--- src/rtl/nvm_csum_pkg.sv ---
package nvm_csum_pkg;

  typedef enum logic [2:0] {
    ST_IDLE    = 3'd0,
    ST_RD_REQ  = 3'd1,
    ST_RD_WAIT = 3'd2,
    ST_WR_REQ  = 3'd3,
    ST_WR_WAIT = 3'd4
  } csum_state_t;

  typedef enum logic {
    OP_VERIFY = 1'b0,
    OP_UPDATE = 1'b1
  } csum_op_t;

endpackage

--- src/rtl/nvm_csum_rst_sync.sv ---
module nvm_csum_rst_sync #(
  parameter int unsigned STAGES = 2
) (
  input  logic clk,
  input  logic rst_n,
  output logic rst_sync_n
);
  logic [STAGES-1:0] chain_q;

  always_ff @(posedge clk or negedge rst_n) begin
    if (!rst_n) chain_q <= '0;
    else        chain_q <= {chain_q[STAGES-2:0], 1'b1};
  end

  assign rst_sync_n = chain_q[STAGES-1];
endmodule

--- src/rtl/nvm_csum_addr_ctr.sv ---
module nvm_csum_addr_ctr #(
  parameter int unsigned ADDR_W = 8
) (
  input  logic              clk,
  input  logic              rst_n,
  input  logic              clr_i,
  input  logic              inc_i,
  output logic [ADDR_W-1:0] addr_o
);
  logic [ADDR_W-1:0] addr_q, addr_d;

  always_comb begin
    addr_d = addr_q;
    if (clr_i)      addr_d = '0;
    else if (inc_i) addr_d = addr_q + ADDR_W'(1);
  end

  always_ff @(posedge clk or negedge rst_n) begin
    if (!rst_n)               addr_q <= '0;
    else if (clr_i || inc_i)  addr_q <= addr_d;
  end

  assign addr_o = addr_q;
endmodule

--- src/rtl/nvm_csum_accum.sv ---
module nvm_csum_accum #(
  parameter int unsigned DATA_W = 16
) (
  input  logic              clk,
  input  logic              rst_n,
  input  logic              clr_i,
  input  logic              add_i,
  input  logic [DATA_W-1:0] word_i,
  output logic [DATA_W-1:0] sum_o,
  output logic [DATA_W-1:0] sum_next_o
);
  logic [DATA_W-1:0] sum_q, sum_d;

  assign sum_next_o = sum_q + word_i;

  always_comb begin
    sum_d = sum_q;
    if (clr_i)      sum_d = '0;
    else if (add_i) sum_d = sum_next_o;
  end

  always_ff @(posedge clk or negedge rst_n) begin
    if (!rst_n)             sum_q <= '0;
    else if (clr_i || add_i) sum_q <= sum_d;
  end

  assign sum_o = sum_q;
endmodule

--- src/rtl/nvm_csum_engine.sv ---
module nvm_csum_engine
  import nvm_csum_pkg::*;
#(
  parameter int unsigned ADDR_W    = 8,
  parameter int unsigned DATA_W    = 16,
  parameter int unsigned CSUM_ADDR = 'h3F,
  parameter logic [15:0] SIGNATURE = 16'hBABA
) (
  input  logic              clk,
  input  logic              rst_n,
  input  logic              start_i,
  input  logic              mode_i,
  output logic              req_valid_o,
  input  logic              req_ready_i,
  output logic              req_write_o,
  output logic [ADDR_W-1:0] req_addr_o,
  output logic [DATA_W-1:0] req_wdata_o,
  input  logic              rsp_valid_i,
  input  logic [DATA_W-1:0] rsp_rdata_i,
  input  logic              rsp_err_i,
  output logic              busy_o,
  output logic              done_o,
  output logic              pass_o,
  output logic              fail_o,
  output logic              err_o
);
  localparam logic [ADDR_W-1:0] CSUM_A   = ADDR_W'(CSUM_ADDR);
  localparam logic [ADDR_W-1:0] UPD_LAST = (CSUM_ADDR == 0) ? '0 : ADDR_W'(CSUM_ADDR - 1);
  localparam logic [DATA_W-1:0] SIG_W    = DATA_W'(SIGNATURE);
  localparam bit                UPD_NONE = (CSUM_ADDR == 0);

  logic rst_q;

  csum_state_t st_q, st_d;
  csum_op_t    op_q, op_d;
  logic done_q, done_d, pass_q, pass_d, fail_q, fail_d, err_q, err_d;
  logic ctr_clr, ctr_inc, acc_clr, acc_add;
  logic [ADDR_W-1:0] rd_addr;
  logic [DATA_W-1:0] sum_q, sum_next;

  nvm_csum_rst_sync #(.STAGES(2)) u_rst (
    .clk(clk), .rst_n(rst_n), .rst_sync_n(rst_q)
  );

  nvm_csum_addr_ctr #(.ADDR_W(ADDR_W)) u_ctr (
    .clk(clk), .rst_n(rst_q), .clr_i(ctr_clr), .inc_i(ctr_inc), .addr_o(rd_addr)
  );

  nvm_csum_accum #(.DATA_W(DATA_W)) u_acc (
    .clk(clk), .rst_n(rst_q), .clr_i(acc_clr), .add_i(acc_add),
    .word_i(rsp_rdata_i), .sum_o(sum_q), .sum_next_o(sum_next)
  );

  // Next-state logic
  always_comb begin
    st_d    = st_q;
    op_d    = op_q;
    done_d  = 1'b0;
    pass_d  = pass_q;
    fail_d  = fail_q;
    err_d   = err_q;
    ctr_clr = 1'b0;
    ctr_inc = 1'b0;
    acc_clr = 1'b0;
    acc_add = 1'b0;
    unique case (st_q)
      ST_IDLE: begin
        if (start_i) begin
          op_d    = csum_op_t'(mode_i);
          pass_d  = 1'b0;
          fail_d  = 1'b0;
          err_d   = 1'b0;
          ctr_clr = 1'b1;
          acc_clr = 1'b1;
          st_d    = (mode_i && UPD_NONE) ? ST_WR_REQ : ST_RD_REQ;
        end
      end
      ST_RD_REQ: begin
        if (req_ready_i) st_d = ST_RD_WAIT;
      end
      ST_RD_WAIT: begin
        if (rsp_valid_i) begin
          if (rsp_err_i) begin
            err_d  = 1'b1;
            done_d = 1'b1;
            st_d   = ST_IDLE;
          end else begin
            acc_add = 1'b1;
            if (op_q == OP_VERIFY && rd_addr == CSUM_A) begin
              pass_d = (sum_next == SIG_W);
              fail_d = (sum_next != SIG_W);
              done_d = 1'b1;
              st_d   = ST_IDLE;
            end else if (op_q == OP_UPDATE && rd_addr == UPD_LAST) begin
              st_d = ST_WR_REQ;
            end else begin
              ctr_inc = 1'b1;
              st_d    = ST_RD_REQ;
            end
          end
        end
      end
      ST_WR_REQ: begin
        if (req_ready_i) st_d = ST_WR_WAIT;
      end
      ST_WR_WAIT: begin
        if (rsp_valid_i) begin
          pass_d = !rsp_err_i;
          fail_d = rsp_err_i;
          done_d = 1'b1;
          st_d   = ST_IDLE;
        end
      end
      default: st_d = ST_IDLE;
    endcase
  end

  // State registers
  always_ff @(posedge clk or negedge rst_q) begin
    if (!rst_q) begin
      st_q   <= ST_IDLE;
      op_q   <= OP_VERIFY;
      done_q <= 1'b0;
      pass_q <= 1'b0;
      fail_q <= 1'b0;
      err_q  <= 1'b0;
    end else begin
      st_q   <= st_d;
      op_q   <= op_d;
      done_q <= done_d;
      pass_q <= pass_d;
      fail_q <= fail_d;
      err_q  <= err_d;
    end
  end

  assign req_valid_o = (st_q == ST_RD_REQ) || (st_q == ST_WR_REQ);
  assign req_write_o = (st_q == ST_WR_REQ);
  assign req_addr_o  = req_write_o ? CSUM_A : rd_addr;
  assign req_wdata_o = req_write_o ? (SIG_W - sum_q) : '0;
  assign busy_o      = (st_q != ST_IDLE);
  assign done_o      = done_q;
  assign pass_o      = pass_q;
  assign fail_o      = fail_q;
  assign err_o       = err_q;

  AST_ONE_OUTSTANDING: assert property (@(posedge clk) disable iff (!rst_q)
    (req_valid_o && req_ready_i) |=> !req_valid_o);
  AST_ADDR_IN_REGION: assert property (@(posedge clk) disable iff (!rst_q)
    req_valid_o |-> (req_addr_o <= CSUM_A));
  AST_WRITE_TARGET: assert property (@(posedge clk) disable iff (!rst_q)
    (req_valid_o && req_write_o) |-> (req_addr_o == CSUM_A && op_q == OP_UPDATE));
  AST_ERR_HALTS: assert property (@(posedge clk) disable iff (!rst_q)
    err_o |-> !req_valid_o);
  AST_DONE_PULSE: assert property (@(posedge clk) disable iff (!rst_q)
    done_o |=> !done_o);
  AST_ONE_FLAG: assert property (@(posedge clk) disable iff (!rst_q)
    done_o |-> ($countones({pass_o, fail_o, err_o}) == 1));
  AST_FLAGS_HOLD: assert property (@(posedge clk) disable iff (!rst_q)
    (!done_o && !busy_o) |=> (busy_o || (pass_o == $past(pass_o) && fail_o == $past(fail_o))));
  AST_REQ_STABLE: assert property (@(posedge clk) disable iff (!rst_q)
    (req_valid_o && !req_ready_i) |=> (req_valid_o && $stable(req_addr_o) &&
                                       $stable(req_write_o) && $stable(req_wdata_o)));
  AST_START_IGNORED: assert property (@(posedge clk) disable iff (!rst_q)
    (busy_o && start_i && !rsp_valid_i) |=> busy_o);
endmodule

--- config.mk ---
export PLATFORM = sky130hd
export DESIGN_NAME = nvm_csum_engine
export DESIGN_NICKNAME = d
export VERILOG_FILES = /design/src/rtl/nvm_csum_pkg.sv /design/src/rtl/nvm_csum_rst_sync.sv /design/src/rtl/nvm_csum_addr_ctr.sv /design/src/rtl/nvm_csum_accum.sv /design/src/rtl/nvm_csum_engine.sv
export SDC_FILE = /design/constraint.sdc
export NUM_CORES = 1
export LEC_CHECK = 0
export BUFFER_PORTS_ARGS = -buffer_cell sky130_fd_sc_hd__buf_2
export CAP_MARGIN = 20
export CORE_MARGIN = 1
export CORE_UTILIZATION = 45
export DETAILED_ROUTE_END_ITERATION = 8
export GPL_TIMING_DRIVEN = 1
export PLACE_DENSITY = 0.67
export SYNTH_ARGS = -nofsm -noshare
export SYNTH_HDL_FRONTEND = slang
export SYNTH_SLANG_ARGS = --single-unit
--- constraint.sdc ---
create_clock -name clk -period 3.75 [get_ports clk]
set_input_delay 0.5625 -clock clk [delete_from_list [all_inputs] [get_ports clk]]
set_output_delay 0.5625 -clock clk [all_outputs]
set_load 0.02 [all_outputs]
==> results.txt <==
For the pin with the worst max-slew slack, the measured transition is 0.795 ns. The row count is 28. The global-route wire length before repair is 10900 um. Clock skew on the completed layout was measured at 0.00235 ns.

Across every metal layer, demand over resource in global routing totals 0.218. The largest total area in the synthesized netlist belongs to sky130_fd_sc_hd__dfrtp_1. In this run the count of I/O pins placed on the die edge is 54. The most used flip-flop cell after synthesis is sky130_fd_sc_hd__dfrtp_1. In this run the vertical extent of the chip is 80.5 um. The cell family with the largest share of critical-path delay is simple AND/OR/NAND/NOR gates. In the synthesized netlist the async set-or-reset flop fraction comes to 1.00.

Relative to the synthesized area, the layout overhead comes to 15.4%. The cell depth of the worst flop-to-flop path is 10. The die is 80.5 um wide. With fillers left out, the area of the finished cells amounts to 0.00320 mm2. The category of the critical setup timing path is reg2reg. The maximum vdd drop came out at 0.348 mV. The mean post-synth cell area is 8.22 um2.

The kind of start point of the critical path is a flip-flop. The clock tree buffer depth came out at 2. Ranked by total cell area, the synthesized netlist is headed by sky130_fd_sc_hd__dfrtp_1, sky130_fd_sc_hd__ha_1, sky130_fd_sc_hd__xnor2_1, sky130_fd_sc_hd__nor2_1, sky130_fd_sc_hd__nand3_1. The synthesis warning total came out at 0. For the worst-skew pair, the clock arrives at the later sink with an insertion delay of 0.28 ns. The number of post-CTS setup repair buffers came out at 0.

The final antenna-violating net count came out at 0. Counting flops with a built-in enable in the synthesized netlist gives 0. The root buffer cell is sky130_fd_sc_hd__clkbuf_8. The number of antenna violations at the first check in global routing is 0. The layer with the highest usage after global routing is met2.

The number of max-cap violations came out at 0. The number of CTS-inserted buffers is 5. Summing over every cut layer, the via total after detailed routing is 2555. The total grt overflow came out at 0. The initial utilization of the core area, before any placement, comes to 0.468. The top cell type's share of synthesized area is 0.307. The run finished with clean final reports.

The most numerous cell in the Yosys netlist is sky130_fd_sc_hd__nor2_1. The final total negative setup slack is 0 ns. Summed over all nets, the half-perimeter wirelength after detailed placement is 4990 um.

The design draws 0.00211 W. The path class of the lowest-slack min-delay path is in2async. The required time of the critical path is 3.92 ns. The via count of the first global-routing pass was 2329. The commonest cells after synthesis are sky130_fd_sc_hd__nor2_1, sky130_fd_sc_hd__dfrtp_1, sky130_fd_sc_hd__nand2_1. Final hold analysis gives a worst-case slack of 0.0486 ns. After clock tree synthesis, the clock-pin slew on the worst setup and hold paths is 0.07 ns. When the netlist entered floorplanning its net count stood at 379. The signal on the critical path passes through ha_1 -> fa_1 -> a21o_1 -> a221oi_4 -> xnor2_1 -> or4_1 -> nor4_1 -> o2111ai_1 -> nor2b_1 -> a21oi_1. The maximum net fanout on the critical path is 5. The diode insertion count for antenna repair is 0. Subtracting the final worst setup slack from the clock period gives 3.12 ns. In the finished design, the share of the clock period the worst path needs comes to 0.833. The count of different cell masters after synthesis came out at 59. Setup violations remaining at the end of the flow were counted as 0.

The post-synthesis sequential element count came out at 34. The data arrival time of the critical path is 3.29 ns. The post-synthesis instance area came out at 0.00277 mm2. The power density of the placed cells is 660 mW/mm2.

The final-stage net count is 429. The max-slew headroom at the worst pin is 0.469. The detailed-route DRC error count came out at 0. The final count of pins violating max slew was 0.

For this design the static power due to leakage is 1.57 nW. The delay of the slowest cell on the worst path came out at 0.46 ns. The per-cell via count in the routed design is 5.52. The routing usage on met3 is 0.0352.

The post-CTS resize count is 0. For this run, global-route usage on met1 was measured as 0.302. The count of TritonRoute iterations in the first routing pass came out at 4. For met2 alone, demand over resource in global routing was 0.333. Fill cells in the final layout number 587. The initial detailed-routing violation count came out at 93.

The hold violation count in the final report came out at 0. The die outline area is 0.00647 mm2. The core region is 0.00592 mm2. The number of cells on the critical path came out at 10. The maximum number of pins on one net before global-route repair came out at 33.

The core occupancy in the finished layout is 0.540. The cell with the biggest individual delay on the critical path is sky130_fd_sc_hd__dfrtp_1. The total wire length came out at 6370 um. After detailed routing, the average wire length per cell comes to 13.8 um. The sequential element share of the synthesized area is 0.307. TritonCTS built the clock tree. The hold buffer count at cts came out at 0.

The achievable clock frequency came out at 0.320 GHz. The critical path buffer and inverter count came out at 0. The final weighted congestion of routability-driven global placement is 0.919. The category of the worst setup path capture point is a flip-flop. The placed instances occupy a cell area of 0.00309 mm2. CTS saw 34 sinks.

The post-synthesis instance total came out at 337. The fraction of layout instances using a drive strength above 1 came out at 0.191. The level count of the clock H-tree came out at 2.

Setup repair after global routing left no endpoint under its margin. The number of buffers inserted by port buffering came out at 53.
## metal layers
layer	vias to the layer above	wire length, um
met5	-	0
met4	0	108
met3	10	338
met2	63	2910
met1	1186	3010
li1	1296	-
## final cells by class
cell class	count	area [um2]	share of cell area
flip-flops and latches	34	851	0.266
clock inverters	3	40.0	0.0125
multi-input cells	278	1820	0.569
clock buffers	5	68.8	0.0215
repair buffers	54	273	0.0853
well taps	75	93.8	0.0293
inverters	14	52.6	0.0164
## final timing paths
check                           slack, ns              from                to
worst max-delay path                 0.63    u_acc.sum_o[0]            fail_o
worst min-delay path                 0.05             rst_n  u_rst.chain_q[0]
worst max register to register       0.63    u_acc.sum_o[0]            fail_o
worst min register to register       0.26  u_rst.chain_q[1]   u_ctr.addr_o[3]
max in group asynchronous            3.19  u_rst.chain_q[1]   u_acc.sum_o[12]
min in group clk                     0.35  u_rst.chain_q[0]  u_rst.chain_q[1]
## logic make-up (layout without fill, tap and decap cells)
group                    after synthesis  in the layout  synth area share
buffers and inverters                 25             76            0.0361
AO/OA/AOI/OAI                         75             75             0.179
multiplexers                           5              5            0.0190
adder cells (fa/ha/maj)               19             19            0.0885
XOR/XNOR                              32             32             0.101
flip-flops                            34             34             0.307
AND/OR/NAND/NOR                      146            146             0.268
other                                  1              1           0.00135
## power by group
group	switching [W]	leakage (nW)	internal, W
Combinational	0.000717	1.05	0.000461
Sequential	0.000148	0.454	0.000459
Clock	0.000131	0.0579	0.000195
Total	0.000996	1.57	0.00112
## state kept, by name, indices dropped and copies added (netlist names)
name	flops
st_q	3
u_ctr.addr_o	8
u_rst.chain_q	2
done_o	1
u_acc.sum_o	16
fail_o	1
err_o	1
pass_o	1
op_q	1
## cell usage in the layout (no fill, tap or decap), types with 2 or more instances in the layout
| cell | count |
|---|---|
| sky130_fd_sc_hd__o211ai_1 | 3 |
| sky130_fd_sc_hd__dfrtp_1 | 34 |
| sky130_fd_sc_hd__xor2_1 | 12 |
| sky130_fd_sc_hd__a31oi_1 | 3 |
| sky130_fd_sc_hd__nor4b_1 | 2 |
| sky130_fd_sc_hd__a211oi_1 | 2 |
| sky130_fd_sc_hd__clkinv_2 | 2 |
| sky130_fd_sc_hd__nor3_1 | 3 |
| sky130_fd_sc_hd__nor2b_1 | 4 |
| sky130_fd_sc_hd__nor2_1 | 42 |
| sky130_fd_sc_hd__and2_1 | 5 |
| sky130_fd_sc_hd__clkbuf_8 | 5 |
| sky130_fd_sc_hd__or4_1 | 3 |
| sky130_fd_sc_hd__ha_1 | 18 |
| sky130_fd_sc_hd__mux2i_1 | 3 |
| sky130_fd_sc_hd__o21bai_1 | 3 |
| sky130_fd_sc_hd__nand3_1 | 29 |
| sky130_fd_sc_hd__buf_2 | 53 |
| sky130_fd_sc_hd__o21ai_1 | 5 |
| sky130_fd_sc_hd__a21o_1 | 4 |
| sky130_fd_sc_hd__nand2b_1 | 8 |
| sky130_fd_sc_hd__o31ai_1 | 2 |
| sky130_fd_sc_hd__nand2_1 | 30 |
| sky130_fd_sc_hd__nand3b_1 | 2 |
| sky130_fd_sc_hd__nor3b_1 | 2 |
| sky130_fd_sc_hd__and3_1 | 2 |
| sky130_fd_sc_hd__a21oi_1 | 21 |
| sky130_fd_sc_hd__xnor2_1 | 20 |
| sky130_fd_sc_hd__inv_1 | 14 |
| sky130_fd_sc_hd__nand4_1 | 4 |
| sky130_fd_sc_hd__o21ai_0 | 19 |
## per-stage QoR
stage          setup slack [ns]  cells
6_report                  0.628    463
5_1_grt                   0.336    463
4_1_cts                   0.645    463
3_5_place_dp              0.471    455
3_3_place_gp              0.517    455
2_1_floorplan             0.850    337
(Power assumes the default switching activity.)
